$ cat config.mk
export PLATFORM = sky130hd
export DESIGN_NAME = win_watchdog
export DESIGN_NICKNAME = d
export VERILOG_FILES = /design/src/rtl/wdt_pkg.sv /design/src/rtl/wdt_prescaler.sv /design/src/rtl/wdt_downcount.sv /design/src/rtl/wdt_regs.sv /design/src/rtl/win_watchdog.sv
export SDC_FILE = /design/constraint.sdc
export NUM_CORES = 1
export LEC_CHECK = 0
export BUFFER_PORTS_ARGS = -buffer_cell sky130_fd_sc_hd__buf_2
export CAP_MARGIN = 5
export CORE_MARGIN = 4
export CORE_UTILIZATION = 45
export DETAILED_ROUTE_END_ITERATION = 12
export PLACE_DENSITY = 0.77
export SLEW_MARGIN = 20
export SYNTH_ARGS = -nofsm -noshare
export SYNTH_HDL_FRONTEND = slang
export SYNTH_HIERARCHICAL = 1
export SYNTH_SLANG_ARGS = --single-unit
$ cat constraint.sdc
create_clock -name clk -period 2.2 [get_ports clk]
set_clock_uncertainty 0.2 [all_clocks]
set_input_delay 0.22 -clock clk [delete_from_list [all_inputs] [get_ports clk]]
set_output_delay 0.22 -clock clk [all_outputs]
set_load 0.005 [all_outputs]
$ cat src/rtl/wdt_pkg.sv
package wdt_pkg;
  localparam int CNT_W  = 7;
  localparam int PSEL_W = 2;
  localparam int ADDR_W = 4;
  localparam int DATA_W = 32;

  localparam int EN_BIT   = CNT_W;
  localparam int PSEL_LSB = CNT_W;

  localparam logic [ADDR_W-1:0] OFS_CTRL = ADDR_W'(4'h0);
  localparam logic [ADDR_W-1:0] OFS_CFG  = ADDR_W'(4'h4);
  localparam logic [ADDR_W-1:0] OFS_STAT = ADDR_W'(4'h8);

  localparam logic [CNT_W-1:0] LIVE_FLOOR = CNT_W'(1 << (CNT_W - 1));
  localparam logic [CNT_W-1:0] CNT_INIT   = '1;
  localparam logic [CNT_W-1:0] WIN_INIT   = '1;
endpackage

$ cat src/rtl/wdt_prescaler.sv
module wdt_prescaler #(
  parameter int BASE_DIV = 4,
  parameter int PSEL_W   = 2
) (
  input  logic              clk,
  input  logic              rst,
  input  logic              run,
  input  logic              restart,
  input  logic [PSEL_W-1:0] psel,
  output logic              tick
);
  localparam int MAX_DIV = BASE_DIV << ((1 << PSEL_W) - 1);
  localparam int PW      = $clog2(MAX_DIV) + 1;

  logic [PW-1:0] div_cnt;
  logic [PW-1:0] reload;

  always_comb reload = PW'((BASE_DIV << psel) - 1);

  assign tick = run && (div_cnt == '0);

  always_ff @(posedge clk) begin
    if (rst || restart || !run || tick) div_cnt <= reload;
    else                                div_cnt <= div_cnt - 1'b1;
  end
endmodule

$ cat src/rtl/wdt_downcount.sv
module wdt_downcount
  import wdt_pkg::*;
(
  input  logic             clk,
  input  logic             rst,
  input  logic             run,
  input  logic             tick,
  input  logic             load,
  input  logic [CNT_W-1:0] load_val,
  output logic [CNT_W-1:0] count,
  output logic             expire,
  output logic             hit_floor
);
  logic step;

  assign step      = run && tick && !load;
  assign expire    = step && (count <= LIVE_FLOOR);
  assign hit_floor = step && (count == LIVE_FLOOR + CNT_W'(1));

  always_ff @(posedge clk) begin
    if (rst)       count <= CNT_INIT;
    else if (load) count <= load_val;
    else if (step) count <= count - 1'b1;
  end
endmodule

$ cat src/rtl/wdt_regs.sv
module wdt_regs
  import wdt_pkg::*;
(
  input  logic              clk,
  input  logic              rst,
  input  logic              bus_valid,
  input  logic              bus_write,
  input  logic [ADDR_W-1:0] bus_addr,
  input  logic [DATA_W-1:0] bus_wdata,
  input  logic              halted,
  input  logic [CNT_W-1:0]  count,
  input  logic              flag_set,
  output logic              enable,
  output logic [CNT_W-1:0]  window,
  output logic [PSEL_W-1:0] psel,
  output logic              load,
  output logic [CNT_W-1:0]  load_val,
  output logic              early,
  output logic              flag,
  output logic [DATA_W-1:0] rdata
);
  logic wr_ok, ctrl_wr, cfg_wr, stat_wr, rd_req;
  logic unused_wdata;

  assign unused_wdata = ^bus_wdata[DATA_W-1:PSEL_LSB+PSEL_W];

  assign wr_ok   = bus_valid && bus_write && !halted;
  assign ctrl_wr = wr_ok && (bus_addr == OFS_CTRL);
  assign cfg_wr  = wr_ok && (bus_addr == OFS_CFG);
  assign stat_wr = wr_ok && (bus_addr == OFS_STAT);
  assign rd_req  = bus_valid && !bus_write;

  assign load     = ctrl_wr;
  assign load_val = bus_wdata[CNT_W-1:0];
  assign early    = ctrl_wr && enable && (count > window);

  always_ff @(posedge clk) begin
    if (rst)                              enable <= 1'b0;
    else if (ctrl_wr && bus_wdata[EN_BIT]) enable <= 1'b1;
  end

  always_ff @(posedge clk) begin
    if (rst) begin
      window <= WIN_INIT;
      psel   <= '0;
    end else if (cfg_wr) begin
      window <= bus_wdata[CNT_W-1:0];
      psel   <= bus_wdata[PSEL_LSB +: PSEL_W];
    end
  end

  always_ff @(posedge clk) begin
    if (rst)                         flag <= 1'b0;
    else if (flag_set)               flag <= 1'b1;
    else if (stat_wr && !bus_wdata[0]) flag <= 1'b0;
  end

  always_comb begin
    rdata = '0;
    if (rd_req) begin
      case (bus_addr)
        OFS_CTRL: rdata = DATA_W'({enable, count});
        OFS_CFG:  rdata = DATA_W'({psel, window});
        OFS_STAT: rdata = DATA_W'(flag);
        default:  rdata = '0;
      endcase
    end
  end
endmodule

$ cat src/rtl/win_watchdog.sv
module win_watchdog
  import wdt_pkg::*;
#(
  parameter int BASE_DIV = 4
) (
  input  logic              clk,
  input  logic              rst,
  input  logic              bus_valid,
  output logic              bus_ready,
  input  logic              bus_write,
  input  logic [ADDR_W-1:0] bus_addr,
  input  logic [DATA_W-1:0] bus_wdata,
  output logic [DATA_W-1:0] bus_rdata,
  output logic              rst_req
);
  logic              enable, tripped, run, tick;
  logic              load, early, expire, hit_floor, flag, trip;
  logic [CNT_W-1:0]  count, window, load_val;
  logic [PSEL_W-1:0] psel;

  assign bus_ready = 1'b1;
  assign run       = enable && !tripped;
  assign trip      = (expire || early) && !tripped;

  wdt_regs u_regs (
    .clk(clk), .rst(rst),
    .bus_valid(bus_valid), .bus_write(bus_write),
    .bus_addr(bus_addr), .bus_wdata(bus_wdata),
    .halted(tripped), .count(count), .flag_set(hit_floor),
    .enable(enable), .window(window), .psel(psel),
    .load(load), .load_val(load_val), .early(early),
    .flag(flag), .rdata(bus_rdata)
  );

  wdt_prescaler #(.BASE_DIV(BASE_DIV), .PSEL_W(PSEL_W)) u_presc (
    .clk(clk), .rst(rst), .run(run), .restart(load),
    .psel(psel), .tick(tick)
  );

  wdt_downcount u_cnt (
    .clk(clk), .rst(rst), .run(run), .tick(tick),
    .load(load), .load_val(load_val),
    .count(count), .expire(expire), .hit_floor(hit_floor)
  );

  always_ff @(posedge clk) begin
    if (rst) begin
      tripped <= 1'b0;
      rst_req <= 1'b0;
    end else begin
      tripped <= tripped || trip;
      rst_req <= trip;
    end
  end
endmodule

==> impl_metrics.env, run 1 <==
export IMPL_ff2ff_setup_slack_ns=0.17
export IMPL_worst_setup_path_type="reg -> reg"
export IMPL_antenna_cells=0
export IMPL_layout_setup_ws_ns=0.168
export IMPL_synthArstFlopShare_pct=0
export IMPL_tritoncts="built"
export IMPL_drt_initial_drc_count=44
export IMPL_core_area_um2=4090
export IMPL_path_max_fanout=7
export IMPL_routed_wl_um=3920
export IMPL_clkTransAtPathRegs_ns=0.09
export IMPL_holdWs_ns=0.00773
export IMPL_ys_seq_elements=26
export IMPL_cp_required_ns=2.18
export IMPL_hold_violations=0
export IMPL_nets=295
export IMPL_clock_sinks=26
export IMPL_outcome="finished clean"
export IMPL_die_area_um2=5420
export IMPL_critPathArrivalTime_ns=2.02
export IMPL_fmax_ghz=0.492
export IMPL_dp_cells=287
export IMPL_track_usage_pct=15.3
export IMPL_p_leak_nw=0.952
export IMPL_route_detailed_wl_per_inst_um=13.3
export IMPL_root_buffer="clkbuf_8"
export IMPL_antenna_found_initial=0
export IMPL_overflow=0
export IMPL_setup_viol=0
export IMPL_pre_cts_slack_ns=0.157
export IMPL_rsz0062_at_grt="no"
export IMPL_stdcell_count=294
export IMPL_synthCells=219
export IMPL_powerDensity_nw_per_um2=425
export IMPL_crit_path_end_kind="register"
export IMPL_yosysUniqueCellTypes=56
export IMPL_drt_pass1_iter_count=4
export IMPL_vias_per_cell=5.43
export IMPL_syn_area_um2=1940
export IMPL_fin_crit_sh_pct=92.4
export IMPL_cts_max_level=1
export IMPL_synth_edff_count=0
export IMPL_synth_ff_type="dfxtp_1"
export IMPL_start_util_pct=47.5
export IMPL_port_buffers=26
export IMPL_synth_seq_area_share_pct=26.8
export IMPL_grt_pass1_wl_um=6480
export IMPL_clock_path_buffers=2
export IMPL_grt_max_degree=30
export IMPL_period_minus_slack_ns=2.03
export IMPL_die_y_um=73.7
export IMPL_grt_pass1_vias=1392
export IMPL_syn_area_per_cell_um2=8.86
export IMPL_cts_made_buffers=3
export IMPL_hpwlAfterDp_um=2960
export IMPL_hold_class="in -> reg"
export IMPL_routabilityCongestion=0.815
export IMPL_maxCapViolCount=0
export IMPL_tns_ns=0
export IMPL_ioPinCount=74
export IMPL_die_w_um=73.7
export IMPL_yosysWarnings=6
export IMPL_insertion_delay_ns=0.27
export IMPL_drv_slew=0
export IMPL_drc=0
export IMPL_cp_start_kind="register"
export IMPL_layout_area_overhead_vs_synth_pct=7.94
export IMPL_num_rows=23
export IMPL_vias=1596
export IMPL_drive_gt1_share_pct=23.4
export IMPL_antenna_left=0
export IMPL_peakVddDrop_v=0.000299
export IMPL_post_cts_buffers=0
critical path, cell delays in order, from the launching register on:
cell      delay, ns
dfxtp_1        0.39
and2b_2        0.17
nand2b_1       0.09
nor3_2         0.19
buf_4          0.17
nand2_1        0.05
nor2_1         0.09
a21boi_0       0.33
nor2_1         0.08
nor3_1         0.18
per-stage QoR:
| stage | cell area [µm²] | total power, mW | utilization [%] |
|---|---|---|---|
| 2_1_floorplan | 2020 | 0.584 | - |
| 5_1_grt | 2090 | 0.939 | 51.2 |
| 6_report | 2090 | 0.891 | 51.2 |
| 3_5_place_dp | 2000 | 0.584 | 49.0 |
| 4_1_cts | 2090 | 0.899 | 51.1 |
| 3_3_place_gp | 2000 | 0.582 | 49.0 |
registers in the layout (all words and copies together) (netlist names), named ones only:
signal / cells
u_regs/enable: 1
u_presc/div_cnt: 5
u_regs/window: 7
rst_req: 1
u_regs/flag: 1
tripped: 1
u_cnt/count: 7
u_regs/psel: 2
final timing paths:
path                            from                  to  depth (start not counted)
setup / recovery       u_regs/enable             rst_req                          9
hold / removal          bus_wdata[5]    u_regs/window[5]                          2
setup reg to reg       u_regs/enable             rst_req                          9
hold reg to reg   u_presc/div_cnt[0]  u_presc/div_cnt[0]                          1
per-layer routing:
layer	part of all wire (%)	global-route usage (%)
met1	46	20.4
met3	6.6	1.78
met5	0	0
met2	46	24.9
met4	1.5	6.04
synth_stat cells, types with 3 or more instances:
cell type | n | share of area (%)
nor3b_1 | 11 | 4.3
a21oi_1 | 15 | 3.9
buf_2 | 5 | 1.3
a22oi_1 | 7 | 2.7
inv_1 | 12 | 2.3
ha_1 | 10 | 6.5
a311oi_1 | 5 | 2.3
a311o_1 | 7 | 3.6
nor3_1 | 5 | 1.3
nand3_1 | 6 | 1.5
xnor2_1 | 3 | 1.4
nand2_1 | 6 | 1.2
dfxtp_1 | 26 | 27
buf_4 | 31 | 12
o21ai_0 | 4 | 1.0
nor2_1 | 17 | 3.3
cell families (layout without fill, tap and decap cells):
family | after synthesis | in the layout | synth area share, %
and+or+nand+nor | 70 | 70 | 24.2
AOI/OAI and AO/OA | 55 | 55 | 22.8
buffers and inverters | 52 | 55 | 17.2
DFF | 26 | 26 | 26.8
adders and majority gates | 10 | 10 | 6.45
xor gates and xnor gates | 3 | 3 | 1.36
other | 2 | 24 | 0.387
muxes | 1 | 1 | 0.774
area by class of cell:
cell class	instances	area (µm²)
Fill cell	370	1990
Sequential cell	26	522
Inverter	12	45.0
Clock buffer	4	55.1
Tap cell	50	62.6
Timing Repair Buffer	39	235
Multi-Input combinational cell	163	1170
power breakdown:
part           internal [mW]  leakage (nW)  switching, mW
sequential             0.474         0.211        0.00369
combinational         0.0393         0.712         0.0625
clock                  0.160        0.0288          0.151
total                  0.673         0.952          0.217
timing repair:
item	CTS	global route
resized for setup	0	2
hold buffers	3	0
hold endpoints to repair	4	0
endpoints found under the setup margin	0	2
layout by cell type, fill, tap and decap left out, types with 4 or more instances in the layout:
master	synthesis	final
a21oi_1	15	15
a22oi_1	7	7
a311o_1	7	7
a311oi_1	5	5
buf_2	5	26
buf_4	31	10
clkbuf_8	0	4
conb_1	2	24
dfxtp_1	26	25
ha_1	10	10
inv_1	12	12
nand2_1	6	6
nand3_1	6	6
nor2_1	17	17
nor3_1	5	4
nor3b_1	11	11
o21ai_0	4	4
Note: power is estimated with default switching activity, not from simulation.
==> run 2, diff against run 1 <==
--- a/config.mk
+++ b/config.mk
@@ -8,9 +8,9 @@
 export BUFFER_PORTS_ARGS = -buffer_cell sky130_fd_sc_hd__buf_2
 export CAP_MARGIN = 5
 export CORE_MARGIN = 4
-export CORE_UTILIZATION = 45
+export CORE_UTILIZATION = 53
 export DETAILED_ROUTE_END_ITERATION = 12
-export PLACE_DENSITY = 0.77
+export PLACE_DENSITY = 0.86
 export SLEW_MARGIN = 20
 export SYNTH_ARGS = -nofsm -noshare
 export SYNTH_HDL_FRONTEND = slang
==> constraint.sdc (replaced) <==
create_clock -name clk -period 2.5 [get_ports clk]
set_clock_uncertainty 0.2 [all_clocks]
set_input_delay 0.25 -clock clk [delete_from_list [all_inputs] [get_ports clk]]
set_output_delay 0.25 -clock clk [all_outputs]
set_load 0.005 [all_outputs]
==> run 2 against run 1 <==
Cell count shrank 3.7%. Sequential share of layout area grew 0.90 points. Fmax shrank 7.1%. Core utilization grew 7.3 points. Critical path type unchanged.
==> impl_metrics.env, run 2 (synthesis gave the netlist of run 1 again) <==
export IMPL_outcome="finished clean"
export IMPL_multiInputGateArea_um2=1170
export IMPL_tritoncts="built"
export IMPL_path_max_fanout=9
export IMPL_grt_max_degree=30
export IMPL_overflow=0
export IMPL_post_cts_buffers=0
export IMPL_worst_setup_path_type="reg -> reg"
export IMPL_num_rows=21
export IMPL_start_util_pct=56.3
export IMPL_tns_ns=0
export IMPL_critPathArrivalTime_ns=2.17
export IMPL_final_area_um2=2020
export IMPL_cp_start_kind="register"
export IMPL_grt_pass1_wl_um=6260
export IMPL_path_cells="and2b_2, nand2b_1, nor3_1, buf_4, nand2_1, nor2_1, and4_2, nor2_1, a311oi_1"
export IMPL_antenna_found_initial=0
export IMPL_cts_made_buffers=3
export IMPL_core_area_um2=3440
export IMPL_cts_max_level=1
export IMPL_root_buffer="clkbuf_8"
export IMPL_peakVddDrop_v=0.000334
export IMPL_vias_per_cell=5.63
export IMPL_routabilityCongestion=0.823
export IMPL_drc=0
export IMPL_die_w_um=68.5
export IMPL_rsz0062_at_grt="no"
export IMPL_maxCapViolCount=0
export IMPL_vias=1592
export IMPL_die_y_um=68.5
export IMPL_cp_slowest_cell="dfxtp_1"
export IMPL_clkTransAtPathRegs_ns=0.09
export IMPL_drt_pass1_iter_count=5
export IMPL_hold_violations=0
export IMPL_hold_class="in -> reg"
export IMPL_hold_buffers=0
export IMPL_layout_area_overhead_vs_synth_pct=3.94
export IMPL_post_dp_cell_area_um2=1970
export IMPL_drive_gt1_share_pct=21.5
export IMPL_clock_path_buffers=2
export IMPL_drv_slew=0
export IMPL_setup_viol=0
export IMPL_period_minus_slack_ns=2.19
export IMPL_fin_crit_sh_pct=87.5
export IMPL_p_leak_nw=0.915
export IMPL_cts_resized=0
export IMPL_crit_path_max_incr_delay_ns=0.35
export IMPL_clock_sinks=26
export IMPL_port_buffers=26
export IMPL_cp_common_cell="nor2_1"
export IMPL_ioPinCount=74
export IMPL_pre_cts_slack_ns=0.408
export IMPL_antenna_cells=0
export IMPL_die_area_um2=4690
export IMPL_route_detailed_wl_per_inst_um=13.7
export IMPL_routed_wl_um=3890
export IMPL_track_usage_pct=17.1
export IMPL_final_cell_mix="26 x buf_2, 26 x dfxtp_1, 24 x conb_1"
export IMPL_layout_setup_ws_ns=0.312
export IMPL_drt_initial_drc_count=71
export IMPL_powerDensity_nw_per_um2=368
export IMPL_grt_pass1_vias=1425
export IMPL_largest_registers="u_cnt/count: 7 flops, u_regs/window: 7 flops, u_presc/div_cnt: 5 flops"
export IMPL_fmax_ghz=0.457
export IMPL_insertion_delay_ns=0.26
export IMPL_nets=289
export IMPL_antenna_left=0
export IMPL_final_seq_area_um2=520
export IMPL_hpwlAfterDp_um=2890
export IMPL_cp_required_ns=2.48
export IMPL_fill_cells=289
export IMPL_crit_path_end_kind="register"
## run 2: cell type report
| type | instances | share of cell area [%] |
|---|---|---|
| clock buffer | 3 | 2.05 |
| multi-input combinational | 163 | 58.0 |
| inverter | 12 | 2.23 |
| tap | 46 | 2.86 |
| timing repair buffer | 33 | 9.06 |
| sequential | 26 | 25.8 |
## run 2: worst paths after layout
check | startpoint | to | slack [ns] | cells past startpoint
setup reg to reg | tripped | u_regs/flag | 0.31 | 9
setup / recovery | tripped | u_regs/flag | 0.31 | 9
hold reg to reg | u_presc/div_cnt[0] | u_presc/div_cnt[0] | 0.21 | 1
hold / removal | bus_wdata[1] | u_cnt/count[1] | 0.01 | 2
## run 2: report_power, final
group	switching [mW]	internal, mW	total, mW
Sequential	0.00328	0.417	0.420
Clock	0.127	0.108	0.235
Combinational	0.0546	0.0312	0.0858
## run 2: worst max-delay path: cells and delay by family, from the launching register on
family / cells / cell delay, ns
and+or+nand+nor: 7 / 1.13
buffers and inverters: 1 / 0.18
AOI/OAI and AO/OA: 1 / 0.25
DFF: 1 / 0.35
## run 2: per-stage QoR
step | total power [mW] | utilization (%) | hold WS (ns) | std cells
CTS | 0.744 | 58.6 | 0.00798 | 283
global route | 0.771 | 58.6 | 0.0251 | 283
finish | 0.741 | 58.6 | 0.0123 | 283
global placement | 0.512 | 57.4 | 0.181 | 280
detailed placement | 0.514 | 57.4 | 0.187 | 280
floorplan | 0.514 | - | 0.122 | 241
## run 2: metal layers
layer	share of wire [%]	up-vias	global-route usage, %
li1	-	779	-
met1	44	754	22.3
met2	49	55	29.8
met3	6.3	4	2.11
met4	0.72	0	3.97
met5	0	-	0
